<file path="config.mk">
export PLATFORM = sky130hd
export DESIGN_NAME = lapic_countdown
export DESIGN_NICKNAME = d
export VERILOG_FILES = /design/src/rtl/lct_pkg.sv /design/src/rtl/lct_regs.sv /design/src/rtl/lct_prescaler.sv /design/src/rtl/lct_fsm.sv /design/src/rtl/lapic_countdown.sv
export SDC_FILE = /design/constraint.sdc
export NUM_CORES = 1
export LEC_CHECK = 0
export CAP_MARGIN = 40
export CORE_UTILIZATION = 50
export DETAILED_ROUTE_END_ITERATION = 6
export GPL_ROUTABILITY_DRIVEN = 0
export PLACE_DENSITY = 0.8
export REMOVE_ABC_BUFFERS = 1
export SLEW_MARGIN = 40
export SYNTH_ARGS = -nofsm -noshare
export SYNTH_HDL_FRONTEND = slang
export SYNTH_SLANG_ARGS = --single-unit
</file>
<file path="constraint.sdc">
create_clock -name clk -period 3.5 [get_ports clk]
set_input_delay 0.7 -clock clk [delete_from_list [all_inputs] [get_ports clk]]
set_output_delay 0.7 -clock clk [all_outputs]
set_load 0.01 [all_outputs]
</file>
<file path="src/rtl/lct_pkg.sv">
package lct_pkg;

    localparam int DIV_CODE_W = 3;
    localparam int PSC_W      = (1 << DIV_CODE_W) - 1;
    localparam int DIV_W      = 4;
    localparam logic [DIV_W-1:0] DIV_KEEP = 4'hB;

    localparam int ENTRY_W    = 18;
    localparam int MODE_BIT   = 17;
    localparam int MASK_BIT   = 16;

    typedef enum logic [0:0] {
        ST_IDLE  = 1'b0,
        ST_COUNT = 1'b1
    } tmr_state_e;

    // Gather the scattered code and turn it into a shift (code+1 mod 8).
    function automatic logic [DIV_CODE_W-1:0] div_to_shift(input logic [DIV_W-1:0] d);
        logic [DIV_CODE_W-1:0] code;
        code = {d[3], d[1:0]};
        return code + 3'd1;
    endfunction

endpackage

</file>
<file path="src/rtl/lct_regs.sv">
module lct_regs
    import lct_pkg::*;
#(
    parameter int VEC_W = 8
) (
    input  logic                  clk,
    input  logic                  rst_n,
    input  logic                  div_wr,
    input  logic [DIV_W-1:0]      div_data,
    input  logic                  entry_wr,
    input  logic [ENTRY_W-1:0]    entry_data,
    output logic [DIV_CODE_W-1:0] shift,
    output logic                  periodic,
    output logic                  masked,
    output logic [VEC_W-1:0]      vector,
    output logic [DIV_W-1:0]      div_rb,
    output logic [ENTRY_W-1:0]    entry_rb
);

    localparam logic [ENTRY_W-1:0] ENTRY_KEEP =
        (ENTRY_W'(1) << MODE_BIT) | (ENTRY_W'(1) << MASK_BIT) | ENTRY_W'((1 << VEC_W) - 1);
    localparam logic [ENTRY_W-1:0] ENTRY_RESET = ENTRY_W'(1) << MASK_BIT;

    logic [DIV_W-1:0]   div_q;
    logic [ENTRY_W-1:0] entry_q;

    always_ff @(posedge clk) begin
        if (!rst_n) begin
            div_q <= '0;
        end else if (div_wr) begin
            div_q <= div_data & DIV_KEEP;
        end
    end

    always_ff @(posedge clk) begin
        if (!rst_n) begin
            entry_q <= ENTRY_RESET;
        end else if (entry_wr) begin
            entry_q <= entry_data & ENTRY_KEEP;
        end
    end

    always_comb begin
        shift    = div_to_shift(div_q);
        periodic = entry_q[MODE_BIT];
        masked   = entry_q[MASK_BIT];
        vector   = entry_q[VEC_W-1:0];
        div_rb   = div_q;
        entry_rb = entry_q;
    end

endmodule

</file>
<file path="src/rtl/lct_prescaler.sv">
module lct_prescaler
    import lct_pkg::*;
(
    input  logic                  clk,
    input  logic                  rst_n,
    input  logic                  run,
    input  logic                  restart,
    input  logic [DIV_CODE_W-1:0] shift,
    output logic                  tick
);

    logic [PSC_W-1:0] psc_q;
    logic [PSC_W-1:0] limit;

    always_comb begin
        limit = ~({PSC_W{1'b1}} << shift);
        // >= so that a smaller prescale written mid-phase still ends the phase
        tick  = run && (psc_q >= limit);
    end

    always_ff @(posedge clk) begin
        if (!rst_n) begin
            psc_q <= '0;
        end else if (restart || !run || tick) begin
            psc_q <= '0;
        end else begin
            psc_q <= psc_q + 1'b1;
        end
    end

endmodule

</file>
<file path="src/rtl/lct_fsm.sv">
module lct_fsm
    import lct_pkg::*;
#(
    parameter int CNT_W = 32,
    parameter int VEC_W = 8
) (
    input  logic             clk,
    input  logic             rst_n,
    input  logic             init_wr,
    input  logic [CNT_W-1:0] init_data,
    input  logic             tick,
    input  logic             periodic,
    input  logic             masked,
    input  logic [VEC_W-1:0] vector,
    output logic             run,
    output logic [CNT_W-1:0] count,
    output logic             irq_valid,
    output logic [VEC_W-1:0] irq_vector
);

    tmr_state_e       state_q, state_n;
    logic [CNT_W-1:0] count_q, count_n;
    logic [CNT_W-1:0] start_q, start_n;
    logic             fire_n;
    logic             irq_q;
    logic [VEC_W-1:0] vec_q;

    // State register process
    always_ff @(posedge clk) begin
        if (!rst_n) begin
            state_q <= ST_IDLE;
            count_q <= '0;
            start_q <= '0;
        end else begin
            state_q <= state_n;
            count_q <= count_n;
            start_q <= start_n;
        end
    end

    // Transitions: LOAD, STOP, FIRE_ONCE, RELOAD
    always_comb begin
        state_n = state_q;
        count_n = count_q;
        start_n = start_q;
        fire_n  = 1'b0;
        if (init_wr) begin
            start_n = init_data;
            count_n = init_data;
            state_n = (init_data == '0) ? ST_IDLE : ST_COUNT;
        end else begin
            unique case (state_q)
                ST_IDLE: begin
                    state_n = ST_IDLE;
                end
                ST_COUNT: begin
                    if (tick) begin
                        if (count_q != '0) begin
                            count_n = count_q - 1'b1;
                        end else begin
                            fire_n = !masked;
                            if (periodic) begin
                                count_n = start_q;
                            end else begin
                                state_n = ST_IDLE;
                            end
                        end
                    end
                end
                default: state_n = ST_IDLE;
            endcase
        end
    end

    // Output process
    always_ff @(posedge clk) begin
        if (!rst_n) begin
            irq_q <= 1'b0;
            vec_q <= '0;
        end else begin
            irq_q <= fire_n;
            if (fire_n) begin
                vec_q <= vector;
            end
        end
    end

    always_comb begin
        run        = (state_q == ST_COUNT);
        count      = count_q;
        irq_valid  = irq_q;
        irq_vector = vec_q;
    end

endmodule

</file>
<file path="src/rtl/lapic_countdown.sv">
module lapic_countdown
    import lct_pkg::*;
#(
    parameter int CNT_W = 32,
    parameter int VEC_W = 8
) (
    input  logic               clk,
    input  logic               rst_n,
    input  logic               init_wr,
    input  logic [CNT_W-1:0]   init_data,
    input  logic               div_wr,
    input  logic [DIV_W-1:0]   div_data,
    input  logic               entry_wr,
    input  logic [ENTRY_W-1:0] entry_data,
    output logic [CNT_W-1:0]   cur_count,
    output logic [DIV_W-1:0]   div_readback,
    output logic [ENTRY_W-1:0] entry_readback,
    output logic               irq_valid,
    output logic [VEC_W-1:0]   irq_vector,
    output logic               irq_level
);

    localparam logic TRIG_EDGE = 1'b0;

    logic [DIV_CODE_W-1:0] shift;
    logic                  periodic;
    logic                  masked;
    logic [VEC_W-1:0]      vector;
    logic                  run;
    logic                  tick;

    lct_regs #(.VEC_W(VEC_W)) u_regs (
        .clk        (clk),
        .rst_n      (rst_n),
        .div_wr     (div_wr),
        .div_data   (div_data),
        .entry_wr   (entry_wr),
        .entry_data (entry_data),
        .shift      (shift),
        .periodic   (periodic),
        .masked     (masked),
        .vector     (vector),
        .div_rb     (div_readback),
        .entry_rb   (entry_readback)
    );

    lct_prescaler u_psc (
        .clk     (clk),
        .rst_n   (rst_n),
        .run     (run),
        .restart (init_wr),
        .shift   (shift),
        .tick    (tick)
    );

    lct_fsm #(.CNT_W(CNT_W), .VEC_W(VEC_W)) u_fsm (
        .clk        (clk),
        .rst_n      (rst_n),
        .init_wr    (init_wr),
        .init_data  (init_data),
        .tick       (tick),
        .periodic   (periodic),
        .masked     (masked),
        .vector     (vector),
        .run        (run),
        .count      (cur_count),
        .irq_valid  (irq_valid),
        .irq_vector (irq_vector)
    );

    assign irq_level = TRIG_EDGE;

endmodule

</file>
==> results of run 1 <==
critical path: stages, from the launching register on:
cell,delay [ns]
dfxtp_1,0.39
ha_1,0.18
inv_1,0.05
ha_1,0.34
or2_2,0.32
ha_1,0.29
and3_1,0.21
and3_1,0.19
a22oi_1,0.22
buf_4,0.16
and2_1,0.35
buf_4,0.23
o21ai_0,0.10
a21oi_1,0.16
report_power, final:
part	internal, mW	leakage (nW)	total (mW)	switching (mW)
logic	0.263	1.61	0.548	0.285
clock network	0.338	0.0964	0.766	0.428
registers	1.13	0.773	1.20	0.0756
total	1.73	2.48	2.52	0.789
layer usage:
layer | GRT usage [%] | up-vias
met4 | 11.1 | 0
met1 | 36.3 | 2510
met3 | 4.76 | 34
li1 | - | 2462
met5 | 0 | -
met2 | 45.5 | 273
metrics by stage:
stage | worst slack [ns] | cell area, um^2 | hold slack, ns | power [mW]
finish | 0.255 | 6470 | 0.474 | 2.52
global placement | 0.122 | 6260 | 0.440 | 1.75
CTS | 0.183 | 6460 | 0.473 | 2.51
floorplan | 0.343 | 4960 | 0.426 | 1.51
detailed placement | 0.210 | 6260 | 0.457 | 1.76
global route | 0.0180 | 6470 | 0.489 | 2.63
flip-flops by register name, summed over array words and instances, names as in the netlist:
name              cells
u_fsm.count          32
u_fsm.start_q        32
u_regs.entry_rb      10
u_fsm.irq_vector      8
u_psc.psc_q           7
u_regs.div_rb         3
u_fsm.irq_valid       1
u_fsm.run             1
layout make-up:
cell class / count / area, um^2 / area share, %
clock buffers: 9 / 124 / 1.91
well taps: 133 / 166 / 2.57
repair buffers: 117 / 1130 / 17.5
inverters: 13 / 48.8 / 0.754
flip-flops and latches: 94 / 1880 / 29.1
multi-input cells: 477 / 3040 / 47.0
clock inverters: 7 / 80.1 / 1.24
cells by family after synthesis:
group / count (synthesis) / synth area share, %
AND/OR/NAND/NOR: 265 / 26.5
AO/OA/AOI/OAI: 141 / 19.0
XOR/XNOR: 17 / 2.86
multiplexers: 30 / 5.80
buffers and inverters: 67 / 6.23
flip-flops: 94 / 36.2
adder cells (fa/ha/maj): 14 / 3.32
other: 1 / 0.0721
cells in the final DEF (no fill, tap or decap), types with 7 or more instances in the layout:
cell and instances:
clkdlybuf4s50_1 102, dfxtp_1 94, nor2_1 68, nand2_1 61, a21oi_1 40, nand3_1 32
mux2i_1 29, a211oi_1 26, nor3_1 23, o21ai_0 16, nor4_1 14, buf_4 14
ha_1 13, inv_1 12, and3_1 12, o221a_2 10, conb_1 10, xnor2_1 9
clkbuf_8 9, xor2_1 8, or4_1 7
repair_timing:
action                                  CTS  global route
gates resized for setup                   0             3
endpoints found under the setup margin    0            15
buffers inserted                          0             0
final timing paths:
check,end,start,slack (ns)
worst max-delay path,u_fsm.irq_vector[1],u_regs.div_rb[0],0.26
worst min register to register,u_fsm.start_q[8],u_fsm.start_q[8],0.47
worst min-delay path,u_fsm.start_q[8],u_fsm.start_q[8],0.47
worst max register to register,u_fsm.irq_vector[1],u_regs.div_rb[0],0.26
==> results.md, run 1 <==
- Tmin final: 3.24 ns
- Met3 wire length: 1.40 mm
- Clk slew on worst S/H paths: 0.11 ns
- Peak Freq: 308 MHz
- Crit start category: flip-flop
- Worst Tran Pin Value: 0.761 ns
- Post-route ant nets: 0
- DPL Wire Length: 10.6 mm
- Count of different cell masters after synthesis: 67
- Final wirelength: 15.1 mm
- Clock Skew: 0.0157 ns
- CTS H-tree lvls: 3
- Total number of vias: 5279
- Number of diodes: 0
- Top post-synthesis cells by area: dfxtp_1 (36%), mux2i_1 (5.6%), nor2_1 (5.0%), nand2_1 (4.4%), a21oi_1 (3.8%)
- DR iter-0 viols: 397
- RSZ-0062 raised after global routing: false
- CP Data Required Time: 3.81 ns
- Worst Reg-to-Reg Cells: 13
- Slew headroom: 49.2%
- Iteration count of the initial detailed-routing pass: 5
- Arrival time worst endpoint: 3.55 ns
- Largest net degree at the start of global routing: 62
- Global-route wire length before repair: 24.6 mm
- Register area share after synthesis: 36.2%
- I/O Buffers: 103
- Most frequent cell after synthesis: dfxtp_1
- Final Util: 65.3%
- Skew-Pair Late Insertion Delay: 0.38 ns
- Layout net count: 784
- Maximum vdd drop: 215 uV
- Area Overhead vs Synth: 24.4%
- CP endpoint kind: flip-flop
- Max_cap viols: 0
- Layout fillers: 835
- Synthesized area: 0.00520 mm^2
- CTS tree: yes
- YS warnings: 0
- Antenna violations before repair: 0
- Deepest clock path buffer count: 2
- Core Rows: 36
- GRT Residual Overflow: 0
- Hold/Removal Path Class: reg -> reg
- Mean routed wirelength per cell: 17.8 um
- Status: finished, final reports clean
- Gate count of the mapped netlist: 629
- Residual DRC: 0
- Post-synth top cells: dfxtp_1 (94), nor2_1 (69), nand2_1 (61), a21oi_1 (40), nand3_1 (32)
- CP Class: reg -> reg
- Initial core utilization: 52.5%
- # IOs: 123
- Hold Fails Final Rpt: 0
- Met2 WL: 7.04 mm
- Main synth FF type: dfxtp_1
- Vias in the first global route: 4951
- Hold path cells: 2
- Top Metal Used: met4
- Clk root buf: clkbuf_8
- Post-synth EDFFs: 0
- Final setup vio count: 0
- Crit path max fanout: 9
- Die X: 104 um
- Power per Cell Area: 389 mW/mm^2
- Placed Instances: 834
- Sink Count: 94
- Hold-fix buffers, CTS: 0
- Non-filler cells, final: 850
- Share of the synthesized area in the top cell type: 36.2%
- Fin crit share: 92.7%
- Total track usage: 27.8%
- Post-synthesis async set-or-reset flop share: 0%
- TritonCTS buffer count: 9
- Via density: 6.21
- Wire length on met1: 6.35 mm
- Leak Pwr: 2.48 nW
- Share of layout cells above drive strength 1: 8.79%
- CORE AREA: 0.00991 mm^2
- Syn_area_per_cell: 8.27 um^2
- Flop and latch count out of synthesis: 94
- Setup tns final: 0 ns
- Largest area contributor in the netlist: dfxtp_1
- Die area: 0.0108 mm^2
- Die height: 104 um
- Max-slew violation count: 0
No activity file was read; power rests on OpenSTA's default activity.
==> inputs of run 2 (changes only) <==
--- a/config.mk
+++ b/config.mk
@@ -9,6 +9,7 @@
 export CORE_UTILIZATION = 50
 export DETAILED_ROUTE_END_ITERATION = 6
 export GPL_ROUTABILITY_DRIVEN = 0
+export GPL_TIMING_DRIVEN = 0
 export PLACE_DENSITY = 0.8
 export REMOVE_ABC_BUFFERS = 1
 export SLEW_MARGIN = 40
==> run 2 against run 1 <==
  * Count of clock-buffer cells in the layout unchanged
  * Critical path type unchanged
  * Total power grew 2.8%
  * Largest cell class unchanged
  * Core utilization is essentially flat
  * Clock skew shrank 0.0039 ns
  * Maximum frequency is 5.8% lower
  * Design area about the same
  * Clock power rose by 9.1%
  * Global-route usage fell by 0.14 points
  * Via count decreased by 1.4%
  * Wire length hardly changed
  * Hold slack about the same
==> results.md, run 2 (synthesis results as in run 1) <==
- Die area: 0.0108 mm^2
- Status: finished, final reports clean
- Clock power frac: 32.3%
- Max-slew violation count: 0
- Layout net count: 773
- Final setup vio count: 0
- CP endpoint kind: flip-flop
- Final non-filler cell area: 0.00647 mm^2
- Number of diodes: 0
- CP Class: reg -> reg
- Placed Instances: 821
- Commonest cells after routing, fill and taps aside: clkdlybuf4s50_1 (101), dfxtp_1 (94), nor2_1 (68), nand2_1 (60), a21oi_1 (40)
- Tmin final: 3.44 ns
- Register share of total power: 46.6%
- CP Data Required Time: 3.77 ns
- Via density: 6.20
- Peak Freq: 290 MHz
- Crit start category: flip-flop
- Final Util: 65.3%
- DR iter-0 viols: 483
- Clock Skew: 0.0118 ns
- WP buf/inv: 1
- CP Cell Sequence: ha_1 -> inv_1 -> ha_1 -> or2_2 -> ha_1 -> and3_1 -> and3_1 -> a22oi_1 -> and3_2 -> nor2_2 -> o221a_2
- Hold/Removal Path Class: reg -> reg
- Largest stage delay on the critical path: 0.47 ns
- Most Frequent Cell on Critical Path: ha_1
- Initial core utilization: 52.5%
- Setup tns final: 0 ns
- Maximum vdd drop: 287 uV
- GRT Residual Overflow: 0
- Residual DRC: 0
- Hold Fails Final Rpt: 0
- Post-route setup slack: 0.0559 ns
- Crit path max fanout: 12
- Die height: 104 um
- Deepest clock path buffer count: 2
- Power per Cell Area: 400 mW/mm^2
- Mean routed wirelength per cell: 18.0 um
- I/O Buffers: 103
- Antenna violations before repair: 0
- Worst Tran Pin Value: 0.814 ns
- Core Rows: 36
- DP Area: 0.00619 mm^2
- Non-filler cells, final: 839
- Largest delay contributor family on the critical path: simple AND/OR/NAND/NOR gates
- Fin crit share: 98.4%
- Final wirelength: 15.1 mm
- Iteration count of the initial detailed-routing pass: 5
- P_sw: 0.788 mW
- Pre-CTS setup slack: -0.315 ns
- Max_cap viols: 0
- CTS H-tree lvls: 3
- CTS tree: yes
- CORE AREA: 0.00991 mm^2
- Clk slew on worst S/H paths: 0.10 ns
- Share of layout cells above drive strength 1: 8.50%
- Most common cell after layout, fill and taps aside: clkdlybuf4s50_1
- Post CTS Setup Buffer Count: 0
- Slowest CP cell: and3_2
- DPL Wire Length: 10.2 mm
- Sink Count: 94
- Total track usage: 27.7%
- Arrival time worst endpoint: 3.71 ns
- Die X: 104 um
- Clk root buf: clkbuf_8
- Gate power share: 21.1%
- Slew headroom: 45.7%
- Post-route ant nets: 0
- Skew-Pair Late Insertion Delay: 0.37 ns
- TritonCTS buffer count: 9
- RSZ-0062 raised after global routing: true
- Area Overhead vs Synth: 24.4%
- Internal: 1.80 mW
- Vias in the first global route: 5034
- # IOs: 123
- Total number of vias: 5203
- Leak Pwr: 2.47 nW
- Global-route wire length before repair: 24.6 mm
- Largest net degree at the start of global routing: 63
- Layout fillers: 839
- Sw frac: 30.4%
- Hold-fix buffers, CTS: 0
## run 2: repair_timing
item	in CTS	in global routing
gates cloned	0	1
setup endpoints to repair	22	35
resized for setup	5	4
pin swaps	0	1
## run 2: final timing paths
| path | from | depth (start not counted) | slack (ns) | end |
|---|---|---|---|---|
| worst max-delay path | u_regs.div_rb[0] | 11 | 0.06 | u_fsm.count[11] |
| worst min-delay path | u_psc.psc_q[0] | 1 | 0.47 | u_psc.psc_q[0] |
| worst min register to register | u_psc.psc_q[0] | 1 | 0.47 | u_psc.psc_q[0] |
| worst max register to register | u_regs.div_rb[0] | 11 | 0.06 | u_fsm.count[11] |
## run 2: worst reg2reg max path, cell delays in order, from the launching register on
cell and delay [ns]:
dfxtp_1 0.41, ha_1 0.20, inv_1 0.05, ha_1 0.35
or2_2 0.32, ha_1 0.29, and3_1 0.21, and3_1 0.18
a22oi_1 0.36, and3_2 0.47, nor2_2 0.19, o221a_2 0.32
## run 2: layout make-up
class	instances	area (um^2)	share of cell area [%]
clock buffer	9	124	1.91
clock inverter	7	105	1.62
inverter	13	51.3	0.793
multi-input combinational	478	3080	47.7
sequential	94	1880	29.1
tap	133	166	2.57
timing repair buffer	105	1060	16.4
## run 2: through the flow
| step | total power, mW | hold slack [ns] |
|---|---|---|
| after floorplan | 1.51 | 0.426 |
| after global placement | 1.74 | 0.440 |
| after detailed placement | 1.76 | 0.459 |
| after CTS | 2.58 | 0.473 |
| after global routing | 2.70 | 0.491 |
| final | 2.59 | 0.474 |
## run 2: power groups by stage
stage               clock network [mW]  registers (mW)  logic (mW)
floorplan                            0            1.23       0.283
global placement                     0            1.22       0.521
detailed placement                   0            1.23       0.531
CTS                              0.844            1.20       0.537
global route                     0.899            1.21       0.589
finish                           0.836            1.21       0.546
## run 2: per-layer routing
layer  wire length [um]  track usage (%)
met2               7120             45.5
met4                342             9.90
met3               1420             7.46
met5                  0                0
met1               6260             34.7
